<file path="config.mk">
export PLATFORM = sky130hd
export DESIGN_NAME = pwr_mode_seq
export DESIGN_NICKNAME = d
export VERILOG_FILES = /design/src/rtl/pwr_seq_pkg.sv /design/src/rtl/pwr_seq_dp.sv /design/src/rtl/pwr_seq_ctrl.sv /design/src/rtl/pwr_mode_seq.sv
export SDC_FILE = /design/constraint.sdc
export NUM_CORES = 1
export LEC_CHECK = 0
export BUFFER_PORTS_ARGS = -buffer_cell sky130_fd_sc_hd__buf_2
export CAP_MARGIN = 20
export CORE_UTILIZATION = 45
export CTS_CLUSTER_SIZE = 16
export DETAILED_ROUTE_END_ITERATION = 8
export PLACE_DENSITY = 0.68
export SLEW_MARGIN = 30
export SYNTH_ARGS = -nofsm -noshare
export SYNTH_HDL_FRONTEND = slang
export SYNTH_SLANG_ARGS = --single-unit
</file>
<file path="constraint.sdc">
create_clock -name clk -period 2.1 [get_ports clk]
set_input_delay 0.42 -clock clk [delete_from_list [all_inputs] [get_ports clk]]
set_output_delay 0.42 -clock clk [all_outputs]
set_load 0.01 [all_outputs]
</file>
<file path="src/rtl/pwr_seq_pkg.sv">
package pwr_seq_pkg;

  typedef enum logic [1:0] {
    ST_OPER   = 2'd0,
    ST_SLEEP  = 2'd1,
    ST_HIB    = 2'd2,
    ST_KEYCHK = 2'd3
  } pwrSt_e;

  typedef struct packed {
    logic clrSleep;
    logic clrHib;
    logic cntRun;
  } ctrlStb_t;

  localparam int MS_W = 11;

  function automatic logic [MS_W-1:0] delayMs(input logic [2:0] code);
    if (code == 3'd0) return MS_W'(4);
    return MS_W'(MS_W'(8) << code);
  endfunction

endpackage

</file>
<file path="src/rtl/pwr_seq_dp.sv">
module pwr_seq_dp
  import pwr_seq_pkg::*;
#(
  parameter int TICKS_PER_MS = 32
) (
  input  logic       clk,
  input  logic       rstN,
  input  logic       wrEn,
  input  logic       wrAddr,
  input  logic [7:0] wrData,
  input  logic       rdAddr,
  input  logic       tick32k,
  input  logic       addrHit,
  input  ctrlStb_t   stb,
  output logic [7:0] rdData,
  output logic       sleepReq,
  output logic       hibReq,
  output logic       swRst,
  output logic       autoTo,
  output logic [2:0] rawEn,
  output logic       extSel,
  output logic       rstPulse
);

  localparam int MAX_TICKS = 1024 * TICKS_PER_MS;
  localparam int CNT_W     = $clog2(MAX_TICKS + 1);

  logic             sleepBit, hibBit, gpioBit, keyBit, pwmBit;
  logic             autoEn;
  logic [2:0]       dlyCode;
  logic [CNT_W-1:0] cnt, limit;

  assign swRst = wrEn && !wrAddr && wrData[7];

  always_ff @(posedge clk or negedge rstN) begin
    if (!rstN) begin
      rstPulse <= 1'b0;
      extSel   <= 1'b0;
      hibBit   <= 1'b0;
      sleepBit <= 1'b0;
      gpioBit  <= 1'b1;
      keyBit   <= 1'b1;
      pwmBit   <= 1'b1;
      autoEn   <= 1'b0;
      dlyCode  <= 3'd0;
    end else begin
      rstPulse <= swRst;
      if (swRst) begin
        extSel   <= 1'b0;
        hibBit   <= 1'b0;
        sleepBit <= 1'b0;
        gpioBit  <= 1'b1;
        keyBit   <= 1'b1;
        pwmBit   <= 1'b1;
        autoEn   <= 1'b0;
        dlyCode  <= 3'd0;
      end else begin
        if (wrEn && !wrAddr) begin
          extSel   <= wrData[6];
          hibBit   <= wrData[5];
          sleepBit <= wrData[4];
          gpioBit  <= wrData[3];
          keyBit   <= wrData[1];
          pwmBit   <= wrData[0];
        end
        if (wrEn && wrAddr) begin
          autoEn  <= wrData[3];
          dlyCode <= wrData[2:0];
        end
        if (stb.clrSleep) sleepBit <= 1'b0;
        if (stb.clrHib)   hibBit   <= 1'b0;
      end
    end
  end

  assign limit  = CNT_W'(32'(delayMs(dlyCode)) * TICKS_PER_MS);
  assign autoTo = stb.cntRun && autoEn && tick32k && !addrHit && (cnt == limit - CNT_W'(1));

  always_ff @(posedge clk or negedge rstN) begin
    if (!rstN) begin
      cnt <= '0;
    end else if (swRst || !stb.cntRun || !autoEn || addrHit) begin
      cnt <= '0;
    end else if (tick32k) begin
      cnt <= autoTo ? '0 : cnt + CNT_W'(1);
    end
  end

  assign sleepReq = sleepBit;
  assign hibReq   = hibBit;
  assign rawEn    = {gpioBit, keyBit, pwmBit};
  assign rdData   = rdAddr ? {4'b0000, autoEn, dlyCode}
                           : {1'b0, extSel, hibBit, sleepBit, gpioBit, 1'b1, keyBit, pwmBit};

endmodule

</file>
<file path="src/rtl/pwr_seq_ctrl.sv">
module pwr_seq_ctrl
  import pwr_seq_pkg::*;
(
  input  logic       clk,
  input  logic       rstN,
  input  logic       swRst,
  input  logic       sleepReq,
  input  logic       hibReq,
  input  logic       autoTo,
  input  logic       addrHit,
  input  logic       wakePin,
  input  logic       irqEvent,
  input  logic       keyDetect,
  input  logic       dbDone,
  input  logic       dbValid,
  output ctrlStb_t   stb,
  output logic [1:0] pwrState,
  output logic       fastOscEn,
  output logic       slowClkEn
);

  pwrSt_e st, stNext;

  always_comb begin
    stNext       = st;
    stb.clrSleep = 1'b0;
    stb.clrHib   = 1'b0;
    stb.cntRun   = (st == ST_OPER);
    unique case (st)
      ST_OPER: begin
        if (hibReq) begin
          stNext       = ST_HIB;
          stb.clrSleep = sleepReq;
        end else if (sleepReq || autoTo) begin
          stNext       = ST_SLEEP;
          stb.clrSleep = 1'b1;
        end
      end
      ST_SLEEP: begin
        if (addrHit || wakePin || irqEvent) stNext = ST_OPER;
        else if (hibReq)                    stNext = ST_HIB;
      end
      ST_KEYCHK: begin
        if (addrHit) begin
          stNext     = ST_OPER;
          stb.clrHib = 1'b1;
        end else if (dbDone) begin
          stNext     = dbValid ? ST_SLEEP : ST_HIB;
          stb.clrHib = dbValid;
        end
      end
      ST_HIB: begin
        if (addrHit) begin
          stNext     = ST_OPER;
          stb.clrHib = 1'b1;
        end else if (keyDetect) begin
          stNext = ST_KEYCHK;
        end
      end
      default: stNext = ST_OPER;
    endcase
  end

  always_ff @(posedge clk or negedge rstN) begin
    if (!rstN)      st <= ST_OPER;
    else if (swRst) st <= ST_OPER;
    else            st <= stNext;
  end

  assign pwrState  = (st == ST_KEYCHK) ? 2'(ST_SLEEP) : 2'(st);
  assign fastOscEn = (st == ST_OPER);
  assign slowClkEn = (st != ST_HIB);

endmodule

</file>
<file path="src/rtl/pwr_mode_seq.sv">
module pwr_mode_seq
  import pwr_seq_pkg::*;
#(
  parameter int TICKS_PER_MS = 32
) (
  input  logic       clk,
  input  logic       rstN,
  input  logic       wrEn,
  input  logic       wrAddr,
  input  logic [7:0] wrData,
  input  logic       rdAddr,
  output logic [7:0] rdData,
  input  logic       tick32k,
  input  logic       addrHit,
  input  logic       wakePin,
  input  logic       irqEvent,
  input  logic       keyDetect,
  input  logic       dbDone,
  input  logic       dbValid,
  output logic [1:0] pwrState,
  output logic [2:0] modEn,
  output logic       fastOscEn,
  output logic       slowClkEn,
  output logic       extClkSel,
  output logic       softRstPulse
);

  ctrlStb_t   stb;
  logic       sleepReq, hibReq, swRst, autoTo;
  logic [2:0] rawEn;

  pwr_seq_dp #(.TICKS_PER_MS(TICKS_PER_MS)) dp_i (
    .clk(clk), .rstN(rstN), .wrEn(wrEn), .wrAddr(wrAddr), .wrData(wrData),
    .rdAddr(rdAddr), .tick32k(tick32k), .addrHit(addrHit), .stb(stb),
    .rdData(rdData), .sleepReq(sleepReq), .hibReq(hibReq), .swRst(swRst),
    .autoTo(autoTo), .rawEn(rawEn), .extSel(extClkSel), .rstPulse(softRstPulse)
  );

  pwr_seq_ctrl ctrl_i (
    .clk(clk), .rstN(rstN), .swRst(swRst), .sleepReq(sleepReq), .hibReq(hibReq),
    .autoTo(autoTo), .addrHit(addrHit), .wakePin(wakePin), .irqEvent(irqEvent),
    .keyDetect(keyDetect), .dbDone(dbDone), .dbValid(dbValid), .stb(stb),
    .pwrState(pwrState), .fastOscEn(fastOscEn), .slowClkEn(slowClkEn)
  );

  assign modEn = slowClkEn ? rawEn : 3'b000;

endmodule

</file>
# ---- Word level (Yosys, flattened, before mapping)
# Index checks and enable logic that the tools add are counted.
# W data, S select, Z words.
dict set report totals {
  elab_cells 93
  register_bits 29
  output_inout_bits 17
}
dict set report classes {
  n_reduce_logical 25
  muxes 45
  shifts 1
  addsub 2
  eq_ne 9
}
# op count
set op_table {}
lappend op_table {{$mux W16} 3}
lappend op_table {{$mux W1} 23}
lappend op_table {{$mux W11} 2}
lappend op_table {{$mux W2} 11}
lappend op_table {{$add A16 B1 Y16 const B} 1}
lappend op_table {{$eq A16 B16 Y1} 1}
lappend op_table {{$sub A16 B1 Y16 const B} 1}
lappend op_table {{$shl A4 B3 Y11 const A} 1}
lappend op_table {{$mux W3} 3}
lappend op_table {{$ne A4 B4 Y1 const B} 2}
lappend op_table {{$pmux W2 S4} 1}
lappend op_table {{$logic_and A1 B1 Y1} 7}
lappend op_table {{$mux W7} 1}
lappend op_table {{$logic_or A1 B1 Y1} 6}
lappend op_table {{$reduce_bool A2 Y1} 3}
lappend op_table {{$reduce_bool A3 Y1} 2}
lappend op_table {{$eq A2 B2 Y1 const B} 2}
lappend op_table {{$logic_not A1 Y1} 4}
lappend op_table {{$ne A4 B1 Y1 const B} 1}
lappend op_table {{$ne A4 B3 Y1 const B} 1}
lappend op_table {{$reduce_and A4 Y1} 1}
lappend op_table {{$logic_not A3 Y1} 1}
lappend op_table {{$eq A2 B1 Y1 const B} 1}
lappend op_table {{$logic_not A2 Y1} 1}
lappend op_table {{other kinds (2)} 2}

# ---- Depth between registers and ports, before layout
dict set report logic_depth {
  word_depth 12
  ltp_mapped 7
  depth_no_buf 6
}

# ---- Modules after synthesis
# From an unflattened synthesis, not the netlist that was laid out.
dict set report hier_totals {
  hier_cells 198
  area_unflattened_um2 1855.5
}
# mod cells_each n_inst seq_area_each_um2 area_per_inst_um2
set by_module_without_submodules {}
lappend by_module_without_submodules {pwr_seq_dp 163 1 679.4 1580.3}
lappend by_module_without_submodules {pwr_seq_ctrl 32 1 50.0 256.5}
lappend by_module_without_submodules {pwr_mode_seq 3 1 0.0 18.8}

# ---- Worst setup path after synthesis
# OpenSTA, ideal clock, no wires.
dict set report synth_timing {
  path_type {flip-flop to flip-flop}
  from {reg ctrl_i.st[1]}
  to {reg dp_i.sleepBit (netlist: dp_i.sleepReq)}
  period_less_slack_ns 1.894
  setup_ns 0.132
  arrival_time_ns 1.762
  setup_slack_ns 0.206
  stages_incl_launch_ff 8
  path_buffers 2
  cell_sequence {dfrtp_1 buf_6 or4b_4 nor2_1 nand4_1 nor3_4 buf_6 a21oi_1}
}
dict set report synth_via {
  elab_chain_cells 11
  word_cells_on_any_way 12
}
# item line
set synth_lines {}
lappend synth_lines {{start: declaration} pwr_seq_ctrl.sv:22} ;# pwrSt_e st, stNext;
lappend synth_lines {{start signal: assignment} pwr_seq_ctrl.sv:67} ;# else st <= stNext;
lappend synth_lines {{$logic_not A2 Y1 *} {pwr_seq_ctrl.sv:28, pwr_seq_ctrl.sv:29}}
lappend synth_lines {{$logic_and A1 B1 Y1 (4 in a row)} pwr_seq_dp.sv:77} ;# assign autoTo = stb.cntRun && autoEn && tick32k && !addrHit && (cnt == limit - CNT_W'(1));
lappend synth_lines {{$logic_or A1 B1 Y1} pwr_seq_ctrl.sv:34} ;# end else if (sleepReq || autoTo) begin
lappend synth_lines {{$mux W1} pwr_seq_ctrl.sv:34}
lappend synth_lines {{$mux W1} pwr_seq_ctrl.sv:31} ;# if (hibReq) begin
lappend synth_lines {{$mux W1 *} pwr_seq_ctrl.sv:29} ;# unique case (st)
lappend synth_lines {{$mux W1} pwr_seq_dp.sv:70} ;# if (stb.clrSleep) sleepBit <= 1'b0;
lappend synth_lines {{$mux W1} pwr_seq_dp.sv:48} ;# if (swRst) begin
lappend synth_lines {{end signal: assignment} pwr_seq_dp.sv:61} ;# sleepBit <= wrData[4];
lappend synth_lines {{end: declaration} pwr_seq_dp.sv:28} ;# logic sleepBit, hibBit, gpioBit, keyBit, pwmBit;
# Every way passes the cells marked *; elsewhere a longest branch is shown, timed or not.
# A chain may end at the register's enable or synchronous reset.

# ---- Worst setup path in the final report
dict set report layout_timing {
  from {reg ctrl_i.st[1]}
  to {reg dp_i.cnt[15]}
}
dict set report layout_via {
  elab_chain_cells 8
  word_cells_on_any_way 13
}
# item line
set layout_lines {}
lappend layout_lines {{$logic_not A2 Y1 *} pwr_seq_ctrl.sv:28} ;# stb.cntRun = (st == ST_OPER);
lappend layout_lines {{$logic_and A1 B1 Y1 (4 in a row)} pwr_seq_dp.sv:77}
lappend layout_lines {{$mux W16} pwr_seq_dp.sv:85} ;# cnt <= autoTo ? '0 : cnt + CNT_W'(1);
lappend layout_lines {{$mux W16} pwr_seq_dp.sv:84} ;# end else if (tick32k) begin
lappend layout_lines {{$mux W16} pwr_seq_dp.sv:82} ;# end else if (swRst || !stb.cntRun || !autoEn || addrHit) begin
lappend layout_lines {{end signal: assignment} pwr_seq_dp.sv:85}
lappend layout_lines {{end: declaration} pwr_seq_dp.sv:31} ;# logic [CNT_W-1:0] cnt, limit;
# Every way passes the cells marked *; elsewhere a longest branch is shown, timed or not. The select of a mux whose other input is x is not followed.

==> flow_summary_export.csv <==
group,metric,value,unit
worst_setup_path,rrSetupSlack,0.23,ns
placed_design,post-place-ws,0.129,ns
global_routing,gr-max-usage-layer,"met2",
clocking,clk_pin_slew,0.06,ns
synth,yosys.area_share.xor_xnor,0.0924,
floorplanning,core-area,3660,µm²
worst_setup_path,cpPeakStageDelay,0.56,ns
sta,fmax,0.535,GHz
sta,grt_setup_unrepaired,"false",
synth,synth.area.top_cells,"dfrtp_1, nor3_1, xor2_1, dfstp_2, nand2_1",
sta,setup_slack,0.232,ns
power_and_ir_drop,netSwitchingFraction,0.298,
sta,fin_skew,0.00518,ns
placed_design,dp_hpwl,2600,µm
sta,setup_viol,0,
worst_setup_path,cpMaxStageDelayCell,"or4b_4",
synth,synth_edf_count,0,
min_path,hold_class,"in -> async",
cells_and_area,multi_input_area,887,µm²
power_and_ir_drop,finalPower,1.71,mW
floorplanning,start_util,0.466,
sta,slew_headroom,0.583,
worst_setup_path,setup.worst_path.end_class,"flop",
synth,syn_inst,186,
floorplanning,die-width,63.6,µm
synth,synth-seq-area-share,0.428,
clocking,cts_buffer_depth,2,
sta,slew_violations,0,
global_routing,grt_max_degree,30,
worst_setup_path,cp.arrival,2.06,ns
sta,hold_viol_final,0,
global_routing,gr-usage-met1,0.256,
synth,synthFlopType,"dfrtp_1",
floorplanning,num_rows,22,
clocking,cts_resized,0,
detailed_routing,vias,1422,
sta,post-route-min-period,1.87,ns
global_routing,met3_usage,0.0471,
clocking,htreeDepth,2,
worst_setup_path,path_class,"reg -> reg",
worst_setup_path,cp_cell_sequence,"or4b_4 > o311ai_2 > nor3_1 > xnor2_1 > nor3_1",
placed_design,io_buffers,35,
power_and_ir_drop,peakVddDrop,444,µV
cells_and_area,area.growth.synth_to_final,19.2,%
clocking,numCtsBuffers,5,
worst_setup_path,worstPathRequired,2.30,ns
floorplanning,fp.dieH,63.6,µm
placed_design,gp_congestion,0.827,
synth,synthMuxAreaShare,0.0198,
detailed_routing,viasPerCell,5.31,
global_routing,met2_usage,0.302,
synth,async_flop_share,1.00,
power_and_ir_drop,leakagePower,0.894,nW
synth,syn_nets,207,
global_routing,antenna_found_initial,0,
placed_design,placed_cell_area,1920,µm²
synth,synth.top_cell.area_share,0.382,
detailed_routing,wl,3620,µm
synth,ys_ff_latch,29,
clocking,holdBufCountCts,0,
synth,ys_types,40,
power_and_ir_drop,combPwrFrac,0.266,
worst_setup_path,timing.critical_path.mode_cell,"nor3_1",
global_routing,grt_pass1_vias,1314,
power_and_ir_drop,switchingPower,510,µW
cells_and_area,drive_gt1_frac,0.259,
sta,post-route-period-util,0.889,
synth,yosysTopAreaCell,"dfrtp_1",
detailed_routing,ant_nets,0,
floorplanning,die-area,4040,µm²
synth,ys_warn_count,0,
floorplanning,ioPinCount,37,
cells_and_area,num-fill-cells,347,
run_status,status,"finished clean",
power_and_ir_drop,p_int,1.20,mW
clocking,root_buffer,"clkbuf_8",
global_routing,track_usage,0.196,
cells_and_area,fin_nets,240,
sta,fin_tns_setup,0,ns
clocking,post_cts_buffers,0,
power_and_ir_drop,clock_power_share,0.349,
worst_setup_path,setup.worst_path.start_class,"flop",
sta,tightest_slew,0.626,ns
synth,synthSimpleGateAreaFrac,0.280,
synth,synth_fa_ha_area_frac,0.00734,
flow_run,maxCapViolations,0,
synth,syn_area,1710,µm²
detailed_routing,wl_per_cell,13.5,µm
worst_setup_path,crit_fanout,5,
sta,worst_hold_slack,0.150,ns
synth,synth_top_family_by_area,"simple AND/OR/NAND/NOR gates",
power_and_ir_drop,power.density,842,nW/µm²
global_routing,grt_first_pass_wirelength,6050,µm
cells_and_area,ff_latch_area,729,µm²
detailed_routing,drtIter0Drc,57,
synth,yosys-top-cells-count,"dfrtp_1, nor3_1, nand2_1",
detailed_routing,drc,0,
cells_and_area,antenna_cells,0,
clocking,cts_tree,"built",
synth,syn_avg_cell_area,9.17,µm²
detailed_routing,drtPass1Iterations,4,
synth,synth_compound_area_frac,0.119,
cells_and_area,final_area,2030,µm²
clocking,clock_insertion_delay_worst_skew,0.28,ns
power_and_ir_drop,p_seq_frac,0.386,
global_routing,grt.overflow.total,0,
clocking,clock_sinks,29,
power groups by stage:
stage | combinational (mW) | clock (mW) | sequential [mW]
after global placement | 0.457 | 0 | 0.667
after floorplan | 0.323 | 0 | 0.650
final | 0.455 | 0.597 | 0.660
after detailed placement | 0.455 | 0 | 0.668
after global routing | 0.508 | 0.637 | 0.668
after CTS | 0.457 | 0.608 | 0.659
worst max-delay path: cells and delay by family (launching register included):
kind | cells | cell delay, ns
AOI/OAI and AO/OA | 1 | 0.42
xor gates and xnor gates | 1 | 0.15
DFF | 1 | 0.38
and+or+nand+nor | 3 | 0.83
per-layer routing:
layer	up-vias	part of all wire	wire [µm]
met4	0	0.020	74
met5	-	0	0
met3	8	0.049	179
met2	44	0.45	1640
met1	647	0.48	1730
li1	723	-	-
stage by stage:
step	instances	utilization
after detailed placement	260	0.524
after global placement	260	0.524
after floorplan	186	-
after global routing	268	0.555
after CTS	268	0.555
final	268	0.555
flip-flops by register name, summed over array words and instances (netlist names):
register	count
dp_i.keyBit	1
dp_i.gpioBit	1
dp_i.extSel	1
dp_i.cnt	16
dp_i.hibReq	1
dp_i.rstPulse	1
dp_i.sleepReq	1
ctrl_i.st	2
dp_i.autoEn	1
dp_i.dlyCode	3
dp_i.pwmBit	1
final cells by class:
class | count | share of cell area
Tap cell | 48 | 0.0295
Clock buffer | 7 | 0.0425
Sequential cell | 29 | 0.359
Timing Repair Buffer | 40 | 0.111
Multi-Input combinational cell | 139 | 0.436
Inverter | 4 | 0.00738
Clock inverter | 1 | 0.0148
cell usage in the layout (no fill, tap or decap), types with 2 or more instances in the layout:
cell type and n:
nor3_1 26, inv_1 4, o31ai_1 3, nor2_1 6, a211oi_1 2, xnor2_1 7, a21oi_1 8, o21ai_0 6
dfstp_2 3, clkbuf_8 6, a32o_1 4, and3_1 4, nand2b_1 5, nand2_1 17, nor2b_1 5, buf_2 35
dfrtp_1 26, nor4_1 3, nand4_1 6, buf_4 4, and2_1 5, mux2_2 3, xor2_1 11, nand3_1 3
worst paths after layout:
check,startpoint,endpoint,depth (start not counted)
max in group asynchronous,rstN,dp_i.dlyCode[0]$_DFFE_PN0P_,1
min in group clk,wrData[3],dp_i.gpioBit$_DFFE_PN1P_,3
setup / recovery,ctrl_i.st[1]$_DFFE_PN0P_,dp_i.cnt[15]$_DFFE_PN0P_,5
setup reg to reg,ctrl_i.st[1]$_DFFE_PN0P_,dp_i.cnt[15]$_DFFE_PN0P_,5
hold / removal,rstN,dp_i.cnt[13]$_DFFE_PN0P_,1
hold reg to reg,dp_i.pwmBit$_DFFE_PN1P_,dp_i.pwmBit$_DFFE_PN1P_,2
logic make-up (layout without fill, tap and decap cells):
kind of cell | after synthesis | in the layout
simple gates | 87 | 87
compound gates | 29 | 29
flops | 29 | 29
xor+xnor | 18 | 18
buf+inv | 18 | 52
mux | 3 | 3
fa+ha+maj | 1 | 1
other cells | 1 | 1
Note: power is estimated with default switching activity, not from simulation.
